**src/rtl/bta_pkg.sv**
```systemverilog
package bta_pkg;
    typedef enum logic [1:0] {
        FS_IDLE = 2'd0,
        FS_HI   = 2'd1,
        FS_LO   = 2'd2
    } fetch_st_e;
endpackage

```
**src/rtl/bta_rel_calc.sv**
```systemverilog
module bta_rel_calc #(
    parameter int PC_W    = 24,
    parameter int DISP_W  = 16,
    parameter int SHORT_W = 8
) (
    input  logic [PC_W-1:0]   next_pc,
    input  logic [DISP_W-1:0] disp,
    input  logic              wide,
    output logic [PC_W-1:0]   sum_raw
);
    localparam int LONG_PAD  = PC_W - DISP_W;
    localparam int SHORT_PAD = PC_W - SHORT_W;

    logic [PC_W-1:0] ext_long;
    logic [PC_W-1:0] ext_short;
    logic [PC_W-1:0] ext_sel;

    always_comb begin
        ext_long  = {{LONG_PAD{disp[DISP_W-1]}}, disp};
        ext_short = {{SHORT_PAD{disp[SHORT_W-1]}}, disp[SHORT_W-1:0]};
        ext_sel   = wide ? ext_long : ext_short;
        // Carry beyond the top bit is dropped by the width of the sum.
        sum_raw   = next_pc + ext_sel;
    end
endmodule

```
**src/rtl/bta_vec_fetch.sv**
```systemverilog
module bta_vec_fetch
    import bta_pkg::*;
#(
    parameter int ADDR_W = 24,
    parameter int WORD_W = 16,
    parameter int VEC_W  = 8
) (
    input  logic              clk,
    input  logic              rst_n,
    input  logic              go,
    input  logic              adv,
    input  logic [VEC_W-1:0]  vec_ptr,
    output logic              mem_req,
    output logic [ADDR_W-1:0] mem_addr,
    input  logic [WORD_W-1:0] mem_rdata,
    input  logic              mem_ready,
    output logic              fin,
    output logic [ADDR_W-1:0] raw,
    output logic              busy
);
    localparam int HI_W    = ADDR_W - WORD_W;
    localparam int PTR_PAD = ADDR_W - VEC_W;
    localparam int STEP    = WORD_W / 8;

    typedef struct packed {
        fetch_st_e        st;
        logic             adv;
        logic [ADDR_W-1:0] addr;
        logic [HI_W-1:0]  hi;
    } fetch_s;

    fetch_s q, d;

    always_comb begin
        d   = q;
        fin = 1'b0;
        raw = '0;
        unique case (q.st)
            FS_IDLE: begin
                if (go) begin
                    d.st   = FS_HI;
                    d.adv  = adv;
                    d.addr = {{PTR_PAD{1'b0}}, vec_ptr} & ~ADDR_W'(1);
                end
            end
            FS_HI: begin
                if (mem_ready) begin
                    if (q.adv) begin
                        d.hi   = mem_rdata[HI_W-1:0];
                        d.addr = q.addr + ADDR_W'(STEP);
                        d.st   = FS_LO;
                    end else begin
                        fin  = 1'b1;
                        raw  = {{HI_W{1'b0}}, mem_rdata};
                        d.st = FS_IDLE;
                    end
                end
            end
            FS_LO: begin
                if (mem_ready) begin
                    fin  = 1'b1;
                    raw  = {q.hi, mem_rdata};
                    d.st = FS_IDLE;
                end
            end
            default: d.st = FS_IDLE;
        endcase
    end

    always_ff @(posedge clk) begin
        if (!rst_n) begin
            q <= '{st: FS_IDLE, adv: 1'b0, addr: '0, hi: '0};
        end else begin
            q <= d;
        end
    end

    assign mem_req  = (q.st != FS_IDLE);
    assign busy     = (q.st != FS_IDLE);
    assign mem_addr = q.addr;

    // an outstanding read keeps its request and address until ready
    assert_req_held_R5: assert property (@(posedge clk) disable iff (!rst_n)
        (mem_req && !mem_ready) |=> (mem_req && $stable(mem_addr)));

    // the vector read stays inside the low page plus one word
    assert_vec_range_R5: assert property (@(posedge clk) disable iff (!rst_n)
        mem_req |-> (mem_addr < ADDR_W'((1 << VEC_W) + STEP)));

    // the second read of a long vector is one word above the first
    assert_second_read_R7: assert property (@(posedge clk) disable iff (!rst_n)
        (q.st == FS_HI && mem_ready && q.adv) |=>
            (mem_req && mem_addr == $past(mem_addr) + ADDR_W'(STEP)));
endmodule

```
**src/rtl/bta_gen.sv**
```systemverilog
module bta_gen
    import bta_pkg::*;
#(
    parameter int PC_W    = 24,
    parameter int DISP_W  = 16,
    parameter int SHORT_W = 8,
    parameter int WORD_W  = 16,
    parameter int VEC_W   = 8
) (
    input  logic              clk,
    input  logic              rst_n,
    input  logic              start,
    input  logic              ind_mode,
    input  logic              adv_mode,
    input  logic              disp_wide,
    input  logic [DISP_W-1:0] disp,
    input  logic [PC_W-1:0]   next_pc,
    input  logic [VEC_W-1:0]  abs_addr,
    output logic              mem_req,
    output logic [PC_W-1:0]   mem_addr,
    input  logic [WORD_W-1:0] mem_rdata,
    input  logic              mem_ready,
    output logic [PC_W-1:0]   target,
    output logic              done,
    output logic              odd_target,
    output logic              busy
);
    typedef struct packed {
        logic            done;
        logic [PC_W-1:0] target;
        logic            odd;
    } out_s;

    out_s q, d;

    logic [PC_W-1:0] rel_sum;
    logic [PC_W-1:0] fetch_raw;
    logic            fetch_fin;
    logic            fetch_busy;
    logic            fetch_go;
    logic            rel_go;

    bta_rel_calc #(
        .PC_W    (PC_W),
        .DISP_W  (DISP_W),
        .SHORT_W (SHORT_W)
    ) rel_i (
        .next_pc (next_pc),
        .disp    (disp),
        .wide    (disp_wide),
        .sum_raw (rel_sum)
    );

    bta_vec_fetch #(
        .ADDR_W (PC_W),
        .WORD_W (WORD_W),
        .VEC_W  (VEC_W)
    ) fetch_i (
        .clk       (clk),
        .rst_n     (rst_n),
        .go        (fetch_go),
        .adv       (adv_mode),
        .vec_ptr   (abs_addr),
        .mem_req   (mem_req),
        .mem_addr  (mem_addr),
        .mem_rdata (mem_rdata),
        .mem_ready (mem_ready),
        .fin       (fetch_fin),
        .raw       (fetch_raw),
        .busy      (fetch_busy)
    );

    assign fetch_go = start && ind_mode && !fetch_busy;
    assign rel_go   = start && !ind_mode && !fetch_busy;

    always_comb begin
        d        = q;
        d.done   = 1'b0;
        if (fetch_fin) begin
            d.done   = 1'b1;
            d.target = fetch_raw & ~PC_W'(1);
            d.odd    = fetch_raw[0];
        end else if (rel_go) begin
            d.done   = 1'b1;
            d.target = rel_sum & ~PC_W'(1);
            d.odd    = rel_sum[0];
        end
    end

    always_ff @(posedge clk) begin
        if (!rst_n) begin
            q <= '{done: 1'b0, target: '0, odd: 1'b0};
        end else begin
            q <= d;
        end
    end

    assign done       = q.done;
    assign target     = q.target;
    assign odd_target = q.odd;
    assign busy       = fetch_busy;

    // an idle relative request finishes on the next edge
    assert_rel_one_cycle_R4: assert property (@(posedge clk) disable iff (!rst_n)
        (start && !ind_mode && !busy) |=> done);

    // a result never appears while a fetch is still open
    assert_done_not_busy_R10: assert property (@(posedge clk) disable iff (!rst_n)
        done |-> !busy);

    // the result registers only move together with a done pulse
    assert_hold_between_R9: assert property (@(posedge clk) disable iff (!rst_n)
        !done |-> ($stable(target) && $stable(odd_target)));

    // the reported target is even whenever it is announced
    assert_even_target_R8: assert property (@(posedge clk) disable iff (!rst_n)
        done |-> (target[0] == 1'b0));
endmodule

```
**config.mk**
```make
export PLATFORM = sky130hd
export DESIGN_NAME = bta_gen
export DESIGN_NICKNAME = d
export VERILOG_FILES = /design/src/rtl/bta_pkg.sv /design/src/rtl/bta_rel_calc.sv /design/src/rtl/bta_vec_fetch.sv /design/src/rtl/bta_gen.sv
export SDC_FILE = /design/constraint.sdc
export NUM_CORES = 1
export LEC_CHECK = 0
export ABC_AREA = 1
export BUFFER_PORTS_ARGS = -buffer_cell sky130_fd_sc_hd__buf_2
export CAP_MARGIN = 25
export CORE_AREA = 2 2 101 103
export DETAILED_ROUTE_END_ITERATION = 6
export DIE_AREA = 0 0 103 105
export PLACE_DENSITY = 0.75
export SLEW_MARGIN = 10
export SYNTH_ARGS = -nofsm -noshare
export SYNTH_HDL_FRONTEND = slang
export SYNTH_SLANG_ARGS = --single-unit
export TNS_END_PERCENT = 5
```
**constraint.sdc**
```tcl
create_clock -name clk -period 2.7 [get_ports clk]
set_clock_uncertainty 0.1 [all_clocks]
set_input_delay 0.405 -clock clk [delete_from_list [all_inputs] [get_ports clk]]
set_output_delay 0.405 -clock clk [all_outputs]
set_load 0.05 [all_outputs]
```
==> results.py, run 1 <==
metrics = {
    "cts": {
        "cts_sinks": 59,
        "cts_hold_buf": 0,
        "cts_root_buf": "clkbuf_8",
        "clk_pin_slew_ns": 0.07,
        "postCtsSetupRepairBufs": 0,
        "clock_path_buffers": 2,
        "cts_resized": 0,
        "cts_buffers": 9,
        "cts-htree-levels": 3,
        "clkLatencyLatePin_ns": 0.34,
        "cts_tree": "yes",
    },
    "power": {
        "p_comb_share_pct": 51.2,
        "power.internal_uw": 1990,
        "pwr_density_cell_nw_per_um2": 703,
        "irDropWorstVdd_v": 0.000571,
        "seqPwrFrac_pct": 29.0,
        "switching_share_pct": 48.3,
        "clock_power_share_pct": 19.8,
        "power.switching_uw": 1860,
        "power_leakage_uw": 0.00290,
    },
    "floorplan": {
        "pin_count": 123,
        "die_w_um": 103,
        "initial_core_util_pct": 49.2,
        "die_y_um": 105,
        "core_area_um2": 9640,
        "dieArea_um2": 10800,
        "rows": 36,
    },
    "logic_synthesis": {
        "synth_edf_count": 0,
        "ys_top_cells_by_area": "dfxtp_1, nand2_1, inv_1, ha_1, a21oi_1",
        "synth_top_area_cell": "dfxtp_1",
        "syn_area_um2": 4750,
        "async_reset_ff_share_pct": 0,
        "ys_seq_area_share_pct": 24.9,
        "synth_top_flop_cell": "dfxtp_1",
        "syn_area_per_cell_um2": 6.01,
        "netlist.area_leader.share_pct": 24.9,
        "netlist_instances": 790,
        "synth_seq_cells": 59,
        "synth_cell_types": 42,
        "ys_warn_count": 0,
    },
    "worst_hold_path": {
        "hp-class": "in -> reg",
        "min_path_cells": 3,
    },
    "placed_design": {
        "place_congestion": 0.919,
        "place_ws_ns": 0.221,
        "dp.final_hpwl_um": 9890,
        "port_buffers": 119,
        "dp_cells": 1009,
    },
    "sta": {
        "max_freq_ghz": 0.438,
        "fin_tns_setup_ns": 0,
        "maxSlewHeadroom_pct": 48.8,
        "finalHoldViolations": 0,
        "tightest_slew_ns": 0.765,
        "drv_slew": 0,
        "fin_ws_ns": 0.419,
        "period_minus_slack_ns": 2.28,
        "post-route-period-util_pct": 84.5,
        "setup_viol": 0,
        "rsz0062_at_grt": "false",
    },
    "drt": {
        "drtIter0Drc": 342,
        "via_count": 5006,
        "drc": 0,
        "wl_um": 12200,
        "viasPerCell": 4.89,
        "postRouteAntennaNets": 0,
        "routedWlPerCell_um": 11.9,
        "dr.pass1.iters": 5,
    },
    "final_layout": {
        "finalNonFillerCells": 1024,
        "nNetsFinal": 986,
        "drive_above_1_share_pct": 18.3,
        "antennaDiodeCount": 0,
        "area_growth_pct": 15.2,
    },
    "setup_path": {
        "arrival_ns": 2.45,
        "ff2ff_path_depth": 8,
        "cp.required_ns": 2.87,
        "crit_type": "reg -> reg",
        "startpoint_type": "register",
        "cp_max_fo": 18,
        "cp-end-kind": "register",
    },
    "job": {
        "max_cap_viol_count": 0,
    },
    "grt": {
        "gr-total-overflow": 0,
        "grt_pass1_wl_um": 20400,
        "grt_antenna_before_repair": 0,
        "first_global_vias": 4533,
        "grt_use_total_pct": 23.6,
        "grt_max_degree": 26,
    },
    "status": {
        "status": "finished clean",
    },
}
-- final cells by class --
class                   count  area, µm²
clock buffers              12        135
clock inverters             3       40.0
fillers                  1070       4170
inverters                 139        522
multi-input cells         552       2780
flip-flops and latches     59       1180
well taps                 133        166
repair buffers            126        648
-- registers in the layout, indices dropped and copies added (netlist names) --
register          count
fetch_i.mem_addr     23
target               23
fetch_i.q            11
done                  1
odd_target            1
-- cell usage in the layout (no fill, tap or decap), types with 10 or more instances in the layout --
cell type,instances
buf_2,119
a21oi_1,56
nor2_1,64
nand4_1,10
nand3_1,49
ha_1,27
dfxtp_1,59
o21ai_0,33
nand2_1,238
inv_1,130
-- cells in the mapped netlist (all sizes together) (7+ instances only) --
master	instances
a31oi	9
nand4	10
ha	27
dfxtp	59
inv	138
nor3	10
nand3	51
nor2	70
o21ai	39
buf	36
nand2	241
a21oi	57
nand3b	7
a22o	7
-- critical path, cell delays in order (launching register included) --
cell and delay (ns):
dfxtp_1 0.33, inv_1 0.07, ha_1 0.25, a21oi_2 0.21
nor2_4 0.13, nor2_2 0.51, a21boi_0 0.22, o21ai_0 0.20
a21oi_1 0.19
-- per-layer routing --
| layer | track usage (%) | vias up | share of wire [%] |
|---|---|---|---|
| met5 | 0 | - | 0 |
| met3 | 4.62 | 24 | 4.7 |
| met4 | 7.99 | 0 | 3.0 |
| met2 | 39.4 | 131 | 47 |
| met1 | 29.8 | 2180 | 45 |
| li1 | - | 2671 | - |
-- final timing paths --
path / startpoint / endpoint / slack (ns)
max: fetch_i.q[34] / target[10] / 0.42
max reg2reg: fetch_i.q[34] / target[10] / 0.42
min reg2reg: fetch_i.q[0] / fetch_i.q[0] / 0.35
min: adv_mode / fetch_i.q[32] / 0.21
-- metrics by stage --
step	power [µW]	area [µm²]	hold slack, ns	util, %
finish	3850	5470	0.213	56.7
global route	4140	5470	0.225	56.7
CTS	3850	5470	0.212	56.7
detailed placement	3100	5290	0.344	54.9
global placement	3080	5290	0.339	54.9
floorplan	2740	4750	0.324	-
-- logic make-up after synthesis --
group	Yosys count	share of synthesized area (%)
xor+xnor	2	0.369
compound gates	122	14.3
fa+ha+maj	28	7.54
flops	59	24.9
buf+inv	180	16.7
other cells	1	0.0790
simple gates	398	36.1
-- power by group through the flow --
stage,clock network (µW),registers [µW],logic (µW)
2_1_floorplan,0,1430,1310
5_1_grt,813,1130,2190
6_report,762,1110,1970
4_1_cts,766,1110,1970
3_3_place_gp,0,1130,1950
3_5_place_dp,0,1130,1970
Note: power is estimated with default switching activity, not from simulation.
==> run 2: changes to the inputs <==
Settings changed: CORE_AREA 2 2 101 103 to 2 2 102 104, DIE_AREA 0 0 103 105 to 0 0 104 106, PLACE_DENSITY 0.75 to 0.76.
Clock period 2.7 ns to 2.05 ns, I/O delays scaled along.
==> run 2 against run 1 <==
  * Via count rose by 3.4%
  * Core utilization rose by 1.3 points
  * Combinational power rose by 44%
  * Cell area rose by 6.2%
  * Sequential share of layout area fell by 1.3 points
  * Setup slack got worse by 0.29 ns
  * Register-to-register slack got worse by 0.29 ns
  * Total power rose by 40%
  * Global-route usage fell by 0.54 points
  * Largest power group unchanged
  * Highest routed layer unchanged
==> results.py, run 2 (synthesis gave the netlist of run 1 again) <==
metrics = {
    "sta": {
        "finalHoldViolations": 0,
        "period_minus_slack_ns": 1.93,
        "fin_tns_setup_ns": 0,
        "drv_slew": 0,
        "rsz0062_at_grt": "true",
        "max_freq_ghz": 0.519,
        "post-route-period-util_pct": 93.9,
        "setup_viol": 0,
    },
    "drt": {
        "dr.pass1.iters": 5,
        "drtIter0Drc": 291,
        "viasPerCell": 4.87,
        "drc": 0,
        "routedWlPerCell_um": 11.9,
        "postRouteAntennaNets": 0,
        "via_count": 5177,
        "wl_um": 12600,
    },
    "final_layout": {
        "final_cell_mix": "nand2_1, inv_1, buf_2",
        "fillCellCount": 1042,
        "ff_latch_area_um2": 1180,
        "nNetsFinal": 1020,
        "layout_commonest_cell": "nand2_1",
        "area_growth_pct": 22.3,
        "finalNonFillerCells": 1062,
        "drive_above_1_share_pct": 22.6,
        "fin_util_pct": 58.0,
        "multi_input_area_um2": 2820,
        "antennaDiodeCount": 0,
    },
    "cts": {
        "clk_pin_slew_ns": 0.07,
        "clock_path_buffers": 2,
        "cts_tree": "yes",
        "cts_root_buf": "clkbuf_8",
        "cts_sinks": 59,
        "cts_buffers": 9,
        "cts-htree-levels": 3,
        "clkLatencyLatePin_ns": 0.35,
    },
    "power": {
        "power_leakage_uw": 0.00308,
        "clock_power_share_pct": 20.1,
        "power.switching_uw": 2600,
        "p_comb_share_pct": 52.6,
        "pwr_density_cell_nw_per_um2": 931,
        "switching_share_pct": 48.1,
        "irDropWorstVdd_v": 0.000704,
        "seqPwrFrac_pct": 27.4,
        "power.internal_uw": 2800,
    },
    "placed_design": {
        "dp.final_hpwl_um": 10200,
        "place_congestion": 0.938,
        "dp_cells": 1045,
        "port_buffers": 119,
    },
    "setup_path": {
        "cp_max_fo": 10,
        "cp-end-kind": "register",
        "cp.required_ns": 2.19,
        "startpoint_type": "register",
        "r2r_slack_ns": 0.12,
        "arrival_ns": 2.07,
        "crit_type": "reg -> reg",
    },
    "worst_hold_path": {
        "hp-class": "in -> reg",
    },
    "job": {
        "max_cap_viol_count": 0,
    },
    "floorplan": {
        "dieArea_um2": 11000,
        "die_w_um": 104,
        "die_y_um": 106,
        "core_area_um2": 10000,
        "pin_count": 123,
        "rows": 37,
        "initial_core_util_pct": 47.5,
    },
    "grt": {
        "gr-total-overflow": 0,
        "grt_pass1_wl_um": 20800,
        "grt_max_degree": 26,
        "first_global_vias": 4621,
        "grt_antenna_before_repair": 0,
        "grt_use_total_pct": 23.0,
    },
    "status": {
        "status": "finished clean",
    },
}
==> run 2: changes by cell type in the layout (fill, tap and decap cells not counted), moves of 3 or more <==
cell      before  now
buf_4          7   41
clkbuf_1       3    0
clkinv_4       0    3
nor2_1        64   61
nor2_4         2    5
==> run 2: final timing paths <==
check,endpoint,startpoint,cells after the start
setup / recovery,fetch_i.mem_addr[20],fetch_i.q[33],13
hold / removal,fetch_i.q[32],adv_mode,3
setup reg to reg,fetch_i.mem_addr[20],fetch_i.q[33],13
hold reg to reg,fetch_i.q[5],fetch_i.q[5],2
==> run 2: power by group through the flow <==
stage	logic, µW	registers, µW	clock network (µW)
after floorplan	1720	1880	0
after global placement	2730	1500	0
after detailed placement	2760	1500	0
after CTS	2780	1480	1100
after global routing	3110	1500	1160
final	2840	1480	1080
==> run 2: stage by stage <==
| stage | hold slack [ns] | area (µm²) | setup slack [ns] | power [µW] |
|---|---|---|---|---|
| after floorplan | 0.324 | 4750 | 0.0463 | 3610 |
| after global placement | 0.339 | 5550 | -0.146 | 4230 |
| after detailed placement | 0.340 | 5550 | -0.168 | 4260 |
| after CTS | 0.0805 | 5750 | 0.0382 | 5350 |
| after global routing | 0.0978 | 5800 | -0.0470 | 5780 |
| final | 0.0882 | 5800 | 0.125 | 5400 |
==> run 2: critical path, cell delays in order, from the launching register on <==
cell and delay [ns]:
dfxtp_1 0.32, inv_1 0.14, ha_4 0.17, inv_2 0.05, or2_1 0.21, nand2_1 0.07
nand2_2 0.06, buf_4 0.18, nor2_8 0.13, nand2_4 0.08, nor2_4 0.11, nand2_2 0.06
nor2_1 0.08, nor2_1 0.04
==> run 2: timing repair <==
item	in CTS	in global routing
hold endpoints to repair	0	0
setup buffers	0	1
pin swaps	0	1
gates resized for setup	1	12
setup endpoints to repair	8	32
hold buffers	0	0
==> run 2: area by class of cell <==
| class | count | area share [%] |
|---|---|---|
| flip-flops and latches | 59 | 20.3 |
| multi-input cells | 552 | 48.6 |
| clock buffers | 9 | 2.13 |
| inverters | 139 | 9.08 |
| repair buffers | 160 | 15.6 |
| clock inverters | 7 | 1.34 |
| well taps | 136 | 2.93 |
==> run 2: per-layer routing <==
layer,vias to the layer above,share of wire [%],track usage (%)
met3,14,4.6,3.43
li1,2734,-,-
met4,0,1.4,6.56
met5,-,0,0
met2,133,46,39.3
met1,2296,48,30.3
==> run 3: changes to the inputs <==
Settings changed: ABC_AREA 1 to 0, CORE_AREA 2 2 102 104 to 2 2 97 99, DIE_AREA 0 0 104 106 to 0 0 99 101, PLACE_DENSITY 0.76 to 0.77.
==> run 3 against run 2 <==
  * The run now ends with negative setup slack left
  * Sequential share of layout area down 0.62 points
  * Final cell count down 18%
  * Fmax down 11%
  * Sequential power down 16%
  * Register-to-register slack lost 0.18 ns
  * Global-route usage up 4.2 points
  * Hold slack improved by 0.030 ns
  * Count of clock-buffer cells in the layout is the same
  * Critical path type is now in -> reg
  * Critical endpoint is now target[14]
==> results.py, run 3 <==
metrics = {
    "sta": {
        "period_minus_slack_ns": 2.17,
        "maxSlewHeadroom_pct": 67.4,
        "fin_ws_ns": -0.124,
        "fin_tns_setup_ns": -0.706,
        "max_freq_ghz": 0.460,
        "post-route-period-util_pct": 106,
        "drv_slew": 0,
        "setup_viol": 11,
        "finalHoldViolations": 0,
        "rsz0062_at_grt": "true",
        "tightest_slew_ns": 0.483,
    },
    "final_layout": {
        "multi_input_area_um2": 3020,
        "nNetsFinal": 853,
        "final_cell_mix": "buf_2, buf_4, nand2_1",
        "fin_util_pct": 66.8,
        "layout_commonest_cell": "buf_2",
        "area_growth_pct": 41.9,
        "drive_above_1_share_pct": 39.1,
        "antennaDiodeCount": 0,
        "ff_latch_area_um2": 1180,
        "fillCellCount": 749,
    },
    "logic_synthesis": {
        "netlist.area_leader.share_pct": 28.0,
        "synth_seq_cells": 59,
        "ys_top_cells_by_area": "dfxtp_1, ha_1, nand2_1, a21oi_1, o21ai_0",
        "synth_top_area_cell": "dfxtp_1",
        "synth_cell_types": 63,
        "async_reset_ff_share_pct": 0,
        "synth_edf_count": 0,
        "synth_commonest_cells": "nand2_1, dfxtp_1, nor2_1",
        "ys_seq_area_share_pct": 28.0,
        "syn_area_um2": 4220,
        "synth_most_common_cell": "nand2_1",
        "ys_warn_count": 0,
        "syn_area_per_cell_um2": 7.41,
        "synth_top_flop_cell": "dfxtp_1",
        "netlist_instances": 570,
    },
    "grt": {
        "grt_antenna_before_repair": 0,
        "gr-total-overflow": 0,
        "grt_pass1_wl_um": 22300,
        "grt_use_total_pct": 27.3,
        "grt_max_degree": 27,
        "first_global_vias": 5045,
    },
    "placed_design": {
        "place_ws_ns": -0.653,
        "dp.final_hpwl_um": 10600,
        "place_congestion": 0.909,
        "port_buffers": 119,
    },
    "setup_path": {
        "cp-end-kind": "register",
        "cp_max_fo": 3,
        "crit_path_top_delay_cell": "or3_1",
        "cpPeakStageDelay_ns": 0.31,
        "crit_family": "compound AO/OA/AOI/OAI gates",
        "startpoint_type": "primary input",
        "path_buf_inv": 2,
        "crit_top_cell": "o31a_1",
        "crit_type": "in -> reg",
        "arrival_ns": 2.31,
        "r2r_slack_ns": -0.06,
        "cp.required_ns": 2.19,
        "path_cells": "buf_2, ha_4, inv_2, fa_2, nor2b_4, o31a_1, o31a_1, o31a_1, or3_1, a32o_1",
    },
    "drt": {
        "via_count": 5054,
        "wl_um": 14100,
        "postRouteAntennaNets": 0,
        "viasPerCell": 5.81,
        "dr.pass1.iters": 5,
        "drtIter0Drc": 227,
        "routedWlPerCell_um": 16.2,
        "drc": 0,
    },
    "cts": {
        "cts_tree": "yes",
        "cts_buffers": 9,
        "clkLatencyLatePin_ns": 0.35,
        "cts_root_buf": "clkbuf_8",
        "clk_pin_slew_ns": 0.08,
        "cts_sinks": 59,
        "clock_path_buffers": 2,
        "cts-htree-levels": 3,
    },
    "floorplan": {
        "core_area_um2": 8980,
        "initial_core_util_pct": 47.1,
        "die_y_um": 101,
        "pin_count": 123,
        "die_w_um": 99,
        "dieArea_um2": 10000,
        "rows": 35,
    },
    "power": {
        "pwr_density_cell_nw_per_um2": 619,
        "irDropWorstVdd_v": 0.000311,
        "power_leakage_uw": 0.00270,
    },
    "status": {
        "status": "finished with violations",
        "violations": "negative setup slack",
    },
    "worst_hold_path": {
        "hp-class": "in -> reg",
    },
    "job": {
        "max_cap_viol_count": 0,
    },
}
run 3: path summary, 6_finish.rpt:
path                 startpoint            end  depth (start not counted)
setup / recovery     next_pc[0]     target[14]                         10
hold / removal         adv_mode  fetch_i.q[32]                          3
setup reg to reg  fetch_i.q[33]     target[22]                          9
hold reg to reg    fetch_i.q[2]   fetch_i.q[2]                          2
run 3: worst min-delay path, stage by stage:
cell and delay, ns:
buf_2 0.08, mux2i_1 0.06, nor2_1 0.09
run 3: cells by family after synthesis:
| family | after synthesis | synth area share, % |
|---|---|---|
| mux | 2 | 0.474 |
| xor+xnor | 19 | 3.94 |
| compound gates | 166 | 25.4 |
| fa+ha+maj | 28 | 8.47 |
| other cells | 1 | 0.0888 |
| buf+inv | 64 | 8.09 |
| simple gates | 231 | 25.6 |
| flops | 59 | 28.0 |
run 3: final cells by class:
cell class	instances	area share (%)
timing repair buffer	224	23.4
multi-input combinational	448	50.4
inverter	12	0.793
sequential	59	19.7
clock buffer	9	2.07
clock inverter	7	1.27
tap	111	2.32
run 3: per-stage QoR:
| step | area, µm² | hold WS, ns | power, µW | cells |
|---|---|---|---|---|
| after floorplan | 4350 | 0.336 | 2010 | 571 |
| after global placement | 5500 | 0.351 | 2440 | 848 |
| after detailed placement | 5500 | 0.354 | 2480 | 848 |
| after CTS | 5840 | 0.108 | 3640 | 869 |
| after global routing | 5990 | 0.129 | 3870 | 870 |
| final | 5990 | 0.118 | 3710 | 870 |
run 3: power by group:
group	internal [µW]	switching [µW]	leakage [µW]
registers	1200	41.0	0.000480
logic	581	758	0.00213
clock network	570	563	0.0000962
total	2350	1360	0.00270
run 3: per-layer routing:
metal / up-vias / GRT usage, % / part of all wire, %
met5: - / 0 / 0
met4: 0 / 12.4 / 2.8
met3: 42 / 3.68 / 7.0
met2: 229 / 49.5 / 50
met1: 2374 / 31.8 / 40
li1: 2409 / - / -
run 3: repair_timing:
item	in CTS	in global routing
setup buffers	5	1
pin swaps	12	7
gates resized for setup	25	31
hold buffers	0	0
endpoints found under the setup margin	24	30
gates cloned	0	0
